`src/rtl/hexrec_pkg.sv`:
```
package hexrec_pkg;
    typedef enum logic [2:0] {
        ST_HUNT,
        ST_COUNT,
        ST_ADDR_HI,
        ST_ADDR_LO,
        ST_TYPE,
        ST_DATA,
        ST_CSUM,
        ST_EOF
    } state_t;

    localparam logic [7:0] CH_START  = 8'h3A;
    localparam logic [7:0] TYP_DATA  = 8'h00;
    localparam logic [7:0] TYP_EOF   = 8'h01;
    localparam logic [7:0] TYP_EXT_L = 8'h02;
    localparam logic [7:0] TYP_EXT_H = 8'h05;
endpackage

```
`src/rtl/hexrec_nibble_dec.sv`:
```
module hexrec_nibble_dec (
    input  logic [7:0] ch,
    output logic       is_hex,
    output logic [3:0] nib
);
    always_comb begin
        is_hex = 1'b1;
        nib    = 4'h0;
        if (ch >= 8'h30 && ch <= 8'h39)      nib = 4'(ch - 8'h30);
        else if (ch >= 8'h41 && ch <= 8'h46) nib = 4'(ch - 8'h37);
        else if (ch >= 8'h61 && ch <= 8'h66) nib = 4'(ch - 8'h57);
        else                                 is_hex = 1'b0;
    end
endmodule

```
`src/rtl/hexrec_byte_pair.sv`:
```
module hexrec_byte_pair (
    input  logic       clk,
    input  logic       rst_n,
    input  logic       clear,
    input  logic       digit_en,
    input  logic [3:0] nib,
    output logic       byte_done,
    output logic [7:0] byte_val
);
    logic       phase_q;
    logic [3:0] hi_q;

    assign byte_done = digit_en && phase_q;
    assign byte_val  = {hi_q, nib};

    always_ff @(posedge clk) begin
        if (!rst_n || clear) begin
            phase_q <= 1'b0;
            hi_q    <= 4'h0;
        end else if (digit_en) begin
            phase_q <= ~phase_q;
            if (!phase_q) hi_q <= nib;
        end
    end
endmodule

```
`src/rtl/hexrec_sum_acc.sv`:
```
module hexrec_sum_acc #(
    parameter int W = 8
) (
    input  logic         clk,
    input  logic         rst_n,
    input  logic         clear,
    input  logic         add_en,
    input  logic [W-1:0] add_val,
    output logic [W-1:0] sum_next
);
    logic [W-1:0] sum_q;

    assign sum_next = sum_q + add_val;

    always_ff @(posedge clk) begin
        if (!rst_n || clear) sum_q <= '0;
        else if (add_en)     sum_q <= sum_next;
    end
endmodule

```
`src/rtl/hexrec_parser.sv`:
```
module hexrec_parser
    import hexrec_pkg::*;
#(
    parameter int MAX_COUNT = 16
) (
    input  logic        clk,
    input  logic        rst_n,
    input  logic        char_valid,
    input  logic [7:0]  char_data,
    output logic        wr_en,
    output logic [15:0] wr_addr,
    output logic [7:0]  wr_data,
    output logic        rec_done,
    output logic        csum_err,
    output logic        fmt_err,
    output logic        unsup_type,
    output logic        eof_seen
);
    localparam int         ADDR_W    = 16;
    localparam int         BYTE_W    = 8;
    localparam logic [7:0] MAX_CNT_B = 8'(MAX_COUNT);

    state_t              state_q, state_d;
    logic [BYTE_W-1:0]   cnt_q, cnt_d;
    logic [ADDR_W-1:0]   addr_q, addr_d;
    logic [BYTE_W-1:0]   type_q, type_d;

    logic                is_hex;
    logic [3:0]          nib;
    logic                in_rec, start, bad_char, digit_en;
    logic                byte_done;
    logic [BYTE_W-1:0]   byte_val;
    logic [BYTE_W-1:0]   sum_next;

    logic                wr_d, done_d, cerr_d, ferr_d, unsup_d;

    hexrec_nibble_dec u_dec (
        .ch     (char_data),
        .is_hex (is_hex),
        .nib    (nib)
    );

    assign in_rec   = (state_q != ST_HUNT) && (state_q != ST_EOF);
    assign start    = char_valid && (state_q == ST_HUNT) && (char_data == CH_START);
    assign bad_char = char_valid && in_rec && !is_hex;
    assign digit_en = char_valid && in_rec && is_hex;

    hexrec_byte_pair u_pair (
        .clk       (clk),
        .rst_n     (rst_n),
        .clear     (start),
        .digit_en  (digit_en),
        .nib       (nib),
        .byte_done (byte_done),
        .byte_val  (byte_val)
    );

    hexrec_sum_acc #(.W(BYTE_W)) u_sum (
        .clk      (clk),
        .rst_n    (rst_n),
        .clear    (start),
        .add_en   (byte_done),
        .add_val  (byte_val),
        .sum_next (sum_next)
    );

    // Next-state and next-output logic
    always_comb begin
        state_d = state_q;
        cnt_d   = cnt_q;
        addr_d  = addr_q;
        type_d  = type_q;
        wr_d    = 1'b0;
        done_d  = 1'b0;
        cerr_d  = 1'b0;
        ferr_d  = 1'b0;
        unsup_d = 1'b0;
        if (state_q == ST_HUNT) begin
            if (start) state_d = ST_COUNT;
        end else if (bad_char) begin
            ferr_d  = 1'b1;
            state_d = ST_HUNT;
        end else if (byte_done) begin
            unique case (state_q)
                ST_COUNT: begin
                    if (byte_val > MAX_CNT_B) begin
                        ferr_d  = 1'b1;
                        state_d = ST_HUNT;
                    end else begin
                        cnt_d   = byte_val;
                        state_d = ST_ADDR_HI;
                    end
                end
                ST_ADDR_HI: begin
                    addr_d[15:8] = byte_val;
                    state_d      = ST_ADDR_LO;
                end
                ST_ADDR_LO: begin
                    addr_d[7:0] = byte_val;
                    state_d     = ST_TYPE;
                end
                ST_TYPE: begin
                    type_d = byte_val;
                    if (byte_val == TYP_DATA || byte_val == TYP_EOF) begin
                        state_d = (cnt_q == '0) ? ST_CSUM : ST_DATA;
                    end else if (byte_val >= TYP_EXT_L && byte_val <= TYP_EXT_H) begin
                        unsup_d = 1'b1;
                        state_d = ST_HUNT;
                    end else begin
                        ferr_d  = 1'b1;
                        state_d = ST_HUNT;
                    end
                end
                ST_DATA: begin
                    wr_d   = (type_q == TYP_DATA);
                    addr_d = addr_q + 1'b1;
                    cnt_d  = cnt_q - 1'b1;
                    if (cnt_q == 8'd1) state_d = ST_CSUM;
                end
                ST_CSUM: begin
                    done_d = 1'b1;
                    if (sum_next != '0) begin
                        cerr_d  = 1'b1;
                        state_d = ST_HUNT;
                    end else if (type_q == TYP_EOF) begin
                        state_d = ST_EOF;
                    end else begin
                        state_d = ST_HUNT;
                    end
                end
                default: ;
            endcase
        end
    end

    // State and field registers
    always_ff @(posedge clk) begin
        if (!rst_n) begin
            state_q <= ST_HUNT;
            cnt_q   <= '0;
            addr_q  <= '0;
            type_q  <= '0;
        end else begin
            state_q <= state_d;
            cnt_q   <= cnt_d;
            addr_q  <= addr_d;
            type_q  <= type_d;
        end
    end

    // Registered outputs
    always_ff @(posedge clk) begin
        if (!rst_n) begin
            wr_en      <= 1'b0;
            wr_addr    <= '0;
            wr_data    <= '0;
            rec_done   <= 1'b0;
            csum_err   <= 1'b0;
            fmt_err    <= 1'b0;
            unsup_type <= 1'b0;
        end else begin
            wr_en      <= wr_d;
            rec_done   <= done_d;
            csum_err   <= cerr_d;
            fmt_err    <= ferr_d;
            unsup_type <= unsup_d;
            if (wr_d) begin
                wr_addr <= addr_q;
                wr_data <= byte_val;
            end
        end
    end

    assign eof_seen = (state_q == ST_EOF);
endmodule

```
`config.mk`:
```
export PLATFORM = sky130hd
export DESIGN_NAME = hexrec_parser
export DESIGN_NICKNAME = d
export VERILOG_FILES = /design/src/rtl/hexrec_pkg.sv /design/src/rtl/hexrec_nibble_dec.sv /design/src/rtl/hexrec_byte_pair.sv /design/src/rtl/hexrec_sum_acc.sv /design/src/rtl/hexrec_parser.sv
export SDC_FILE = /design/constraint.sdc
export NUM_CORES = 1
export LEC_CHECK = 0
export ABC_AREA = 1
export BUFFER_PORTS_ARGS = -buffer_cell sky130_fd_sc_hd__buf_4
export CAP_MARGIN = 5
export CORE_ASPECT_RATIO = 1.2
export CORE_UTILIZATION = 30
export CTS_CLUSTER_DIAMETER = 150
export DETAILED_ROUTE_END_ITERATION = 10
export HOLD_SLACK_MARGIN = 0.15
export PLACE_DENSITY = 0.44
export SYNTH_ARGS = -nofsm -noshare
export SYNTH_HDL_FRONTEND = slang
export SYNTH_SLANG_ARGS = --single-unit
```
`constraint.sdc`:
```
create_clock -name clk -period 3.4 [get_ports clk]
set_clock_uncertainty 0.05 [all_clocks]
set_input_delay 0.51 -clock clk [delete_from_list [all_inputs] [get_ports clk]]
set_output_delay 0.51 -clock clk [all_outputs]
set_load 0.01 [all_outputs]
```
==> out/results.md <==
| Group | Result | Value |
| --- | --- | --- |
| sta | Maximum achievable frequency | 0.330 GHz |
| route | Number of design rule violations left after detail routing | 3 |
| floorplan | Total number of placement rows | 47 |
| final layout | Net total in the final layout | 671 |
| floorplan | Initial Utilization | 31.0% |
| yosys | Synthesized flop and latch total | 77 |
| route | Residual antenna-violating net count after detailed routing | 0 |
| critical path | Startpoint kind of the worst setup timing path | primary input |
| power and ir drop | Max IR drop VDD | 0.170 mV |
| min path | Cell count of the worst hold path | 2 |
| route | Average via count per standard cell | 4.88 |
| critical path | Required @ worst endpoint | 3.63 ns |
| global route | Largest net degree at the start of global routing | 60 |
| sta | Number of pins exceeding their max-slew limit in the final report | 0 |
| power and ir drop | Portion of total power attributed to combinational logic | 5.8% |
| critical path | Sort of element at the end of the critical path | flop |
| global route | Vias in the first global route | 3958 |
| power and ir drop | Switching Share | 24.2% |
| critical path | Peak fanout along the critical path | 6 |
| global route | Final global-route overflow total | 0 |
| power and ir drop | PnR Total Power | 2.10 mW |
| floorplan | Die Y-Extent | 133 um |
| yosys | Count of unique library cells instantiated by Yosys | 41 |
| critical path | Critical path type | primary input to flop |
| yosys | Post-synth top area cell | dfxtp_1 |
| clock network | Source-to-sink clock delay at the later pin of the worst-skew pair | 0.35 ns |
| yosys | Syn Inst Count | 613 |
| clock network | Clock tree from TritonCTS | built |
| outcome | Status | finished with violations |
| yosys | Multiplexer area fraction after synthesis | 0% |
| route | Iter 0 DRT Violations | 214 |
| critical path | Endpoint arrival time on the critical path | 3.26 ns |
| sta | Worst slew margin relative to its limit | 60.8% |
| final layout | Most frequent standard cell in the layout excluding fill and tap cells | nand2_1 |
| sta | Hold Fails Final Rpt | 0 |
| clock network | Hold-fix buffers at CTS | 0 |
| power and ir drop | Power density relative to cell area | 417 mW/mm2 |
| power and ir drop | Sequential share of power | 43.5% |
| clock network | Clock-pin slew on the worst setup and hold paths | 0.07 ns |
| clock network | Clock root cell | clkbuf_16 |
| sta | Final setup TNS | 0 ns |
| power and ir drop | Part of the power in the clock network | 50.7% |
| final layout | Post-layout instance area | 0.00504 mm2 |
| yosys | Adder-Cell Fraction of Synth Area | 4.52% |
| floorplan | Num ports | 41 |
| global route | First-pass GRT wire length | 20400 um |
| clock network | CTS Buf Count | 9 |
| route | Detailed-route wire length | 12400 um |
| yosys | Cell types occupying the most area after synthesis | dfxtp_1, nand2_1, nor2_1 |
| floorplan | CORE AREA | 0.0139 mm2 |
| sta | Slew at the pin closest to its max-slew limit | 0.587 ns |
| critical path | R2R Path Start | state_q[0]$_SDFFE_PN0P_ |
| clock network | CTS resizes | 0 |
| power and ir drop | Reported leakage power | 2.35 nW |
| run | Max-cap viol count | 0 |
| yosys | Part of the Yosys area used for sequential elements | 35.7% |
| global route | GR Util All Layers | 17.6% |
| final layout | Commonest cells after routing, fill and taps aside | nand2_1, nor2_1, dfxtp_1 |
| critical path | R2r setup slk | 0.92 ns |
| critical path | Family with the most delay on the worst path | simple AND/OR/NAND/NOR gates |
| clock network | Clock sink total | 77 |
| final layout | Layout area overhead | 16.7% |
| sta | Final period utilization | 89.2% |
| min path | Startpoint of the worst hold path | type_q[7]$_SDFFE_PN0P_ |
| clock network | Setup repair bufs after CTS | 0 |
| clock network | H-Tree Level Count | 3 |
| critical path | Capture instance of the worst register-to-register path | wr_addr[6]$_SDFFE_PN0P_ |
| yosys | XOR/XNOR share of the synthesized area | 2.03% |
| floorplan | Area enclosed by the die boundary | 0.0149 mm2 |
| power and ir drop | Int Power | 1.59 mW |
| critical path | Max incr delay on CP | 0.42 ns |
| yosys | Synth Net Count | 639 |
| critical path | Chain of cells forming the critical path | buf_4, inv_1, ha_1, nand2_1, nand3_2, nand2_4, nand4_1, nand2_1, ha_1, inv_1, fa_1, inv_1, nand3_1, nand2_1, nand2_1, nand2_1, nand3_1, nor2_1, nand4_1, nand3_1, nand2_1, a21oi_1 |
| yosys | Simple-gate portion of the synthesized area | 30.9% |
| placement | Count of input and output buffers | 40 |
| critical path | Slowest cell on crit path | fa_1 |
| sta | Fin crit period | 3.03 ns |
| critical path | Worst reg2reg path depth | 10 |
| final layout | Antenna diode count | 0 |
| placement | HPWL after detailed placement | 9260 um |
| outcome | Violations in the final reports | design-rule violations |
| clock network | Max clock buf depth | 2 |
| final layout | Layout cell share with drive strength beyond 1 | 15.4% |
| critical path | CP most frequent cell | nand2_1 |
| yosys | Top cell type's share of synthesized area | 35.7% |
| placement | Cell area reported after detailed placement | 0.00472 mm2 |
| sta | RSZ-0062 raised after global routing | false |
| global route | Initial antenna violation count | 0 |
| min path | Hold Path End | type_q[7]$_SDFFE_PN0P_ |
| yosys | Mean instance size in the synthesized netlist | 7.04 um2 |
| route | Vias post-DR | 4003 |
| min path | Hold crit path type | flop to flop |
| route | Routed len/inst | 15.1 um |
| floorplan | Die X | 112 um |
| route | Pre-Repair DR Iteration Count | 7 |
| yosys | Share of the synthesized area in compound gates (AO/OA/AOI/OAI) | 16.5% |
| sta | Setup violations, final | 0 |
| yosys | YS warnings | 0 |
| placement | Final estimated routing congestion in global placement | 0.831 |
| power and ir drop | Net load switching power | 509 uW |
| yosys | Combinational family with the most area after synthesis | simple AND/OR/NAND/NOR gates |
| yosys | Synthesized cell area | 0.00432 mm2 |
| critical path | Count of buffering cells on the critical path with inverters included | 4 |
==> synthesized netlist by cell type (all sizes together) <==
| cell | instances |
|---|---|
| nor4 | 1 |
| nand2 | 105 |
| a21oi | 44 |
| ha | 14 |
| dfxtp | 77 |
| o211ai | 3 |
| a41oi | 1 |
| nor3 | 11 |
| clkbuf | 8 |
| o21a | 2 |
| o22ai | 1 |
| xnor2 | 2 |
| a21boi | 3 |
| inv | 81 |
| a311oi | 1 |
| a31oi | 10 |
| nor2 | 85 |
| fa | 1 |
| or2 | 3 |
| o21ai | 67 |
| nand4 | 11 |
| buf | 14 |
| nand3b | 5 |
| xor2 | 8 |
| nand3 | 55 |
==> metrics by stage <==
step                hold WS [ns]  utilization [%]  setup slack, ns  std cells
floorplan                  0.380                -            0.555        613
global placement           0.400             33.9            0.172        805
detailed placement         0.405             33.9           0.0410        805
CTS                        0.414             36.2            0.405        820
global route               0.449             36.2           0.0348        820
finish                     0.411             36.2            0.367        820
==> logic make-up after synthesis <==
logic type,after synthesis
and+or+nand+nor,276
adders and majority gates,15
AOI/OAI and AO/OA,132
xor gates and xnor gates,10
buffers and inverters,103
DFF,77
==> power by group through the flow <==
stage	clock network [mW]	logic, mW	registers (mW)
2_1_floorplan	0	0.0924	0.927
3_3_place_gp	0	0.122	0.934
3_5_place_dp	0	0.123	0.934
4_1_cts	1.09	0.123	0.913
5_1_grt	1.12	0.139	0.914
6_report	1.06	0.122	0.914
==> layout make-up <==
type / instances / area, um2
clock buffers: 9 / 225
clock inverters: 6 / 96.3
fillers: 1519 / 8900
inverters: 81 / 312
multi-input cells: 433 / 2330
flip-flops and latches: 77 / 1540
well taps: 171 / 214
repair buffers: 43 / 323
==> per-layer routing <==
| layer | global-route usage, % | routed length, um | share of wire (%) | vias up |
|---|---|---|---|---|
| li1 | - | - | - | 2078 |
| met1 | 21.9 | 5710 | 46 | 1842 |
| met5 | 0 | 0 | 0 | - |
| met3 | 2.50 | 319 | 2.6 | 18 |
| met2 | 30.0 | 6130 | 49 | 65 |
| met4 | 8.11 | 254 | 2.0 | 0 |
==> worst min-delay path, cell delays in order, from the launching register on <==
cell and delay [ns]:
dfxtp_1 0.30, inv_1 0.06, a21oi_1 0.06
==> flip-flops by register name, indices dropped and copies added, names as in the netlist <==
signal	count
addr_q	16
u_sum.sum_q	8
u_pair.hi_q	4
u_pair.phase_q	1
csum_err	1
wr_addr	16
state_q	3
cnt_q	8
wr_en	1
unsup_type	1
rec_done	1
wr_data	8
type_q	8
fmt_err	1
==> worst max path at each step <==
stage                  from                      end  slack, ns  cells after the start
2_1_floorplan  char_data[0]  state_q[2]$_SDFFE_PN0P_       0.55                     21
3_3_place_gp   char_data[0]  state_q[2]$_SDFFE_PN0P_       0.17                     22
3_5_place_dp   char_data[0]  state_q[0]$_SDFFE_PN0P_       0.04                     22
4_1_cts        char_data[0]  state_q[1]$_SDFFE_PN0P_       0.41                     22
5_1_grt        char_data[0]  state_q[0]$_SDFFE_PN0P_       0.03                     22
6_report       char_data[0]  state_q[0]$_SDFFE_PN0P_       0.37                     22
(Power assumes the default switching activity.)
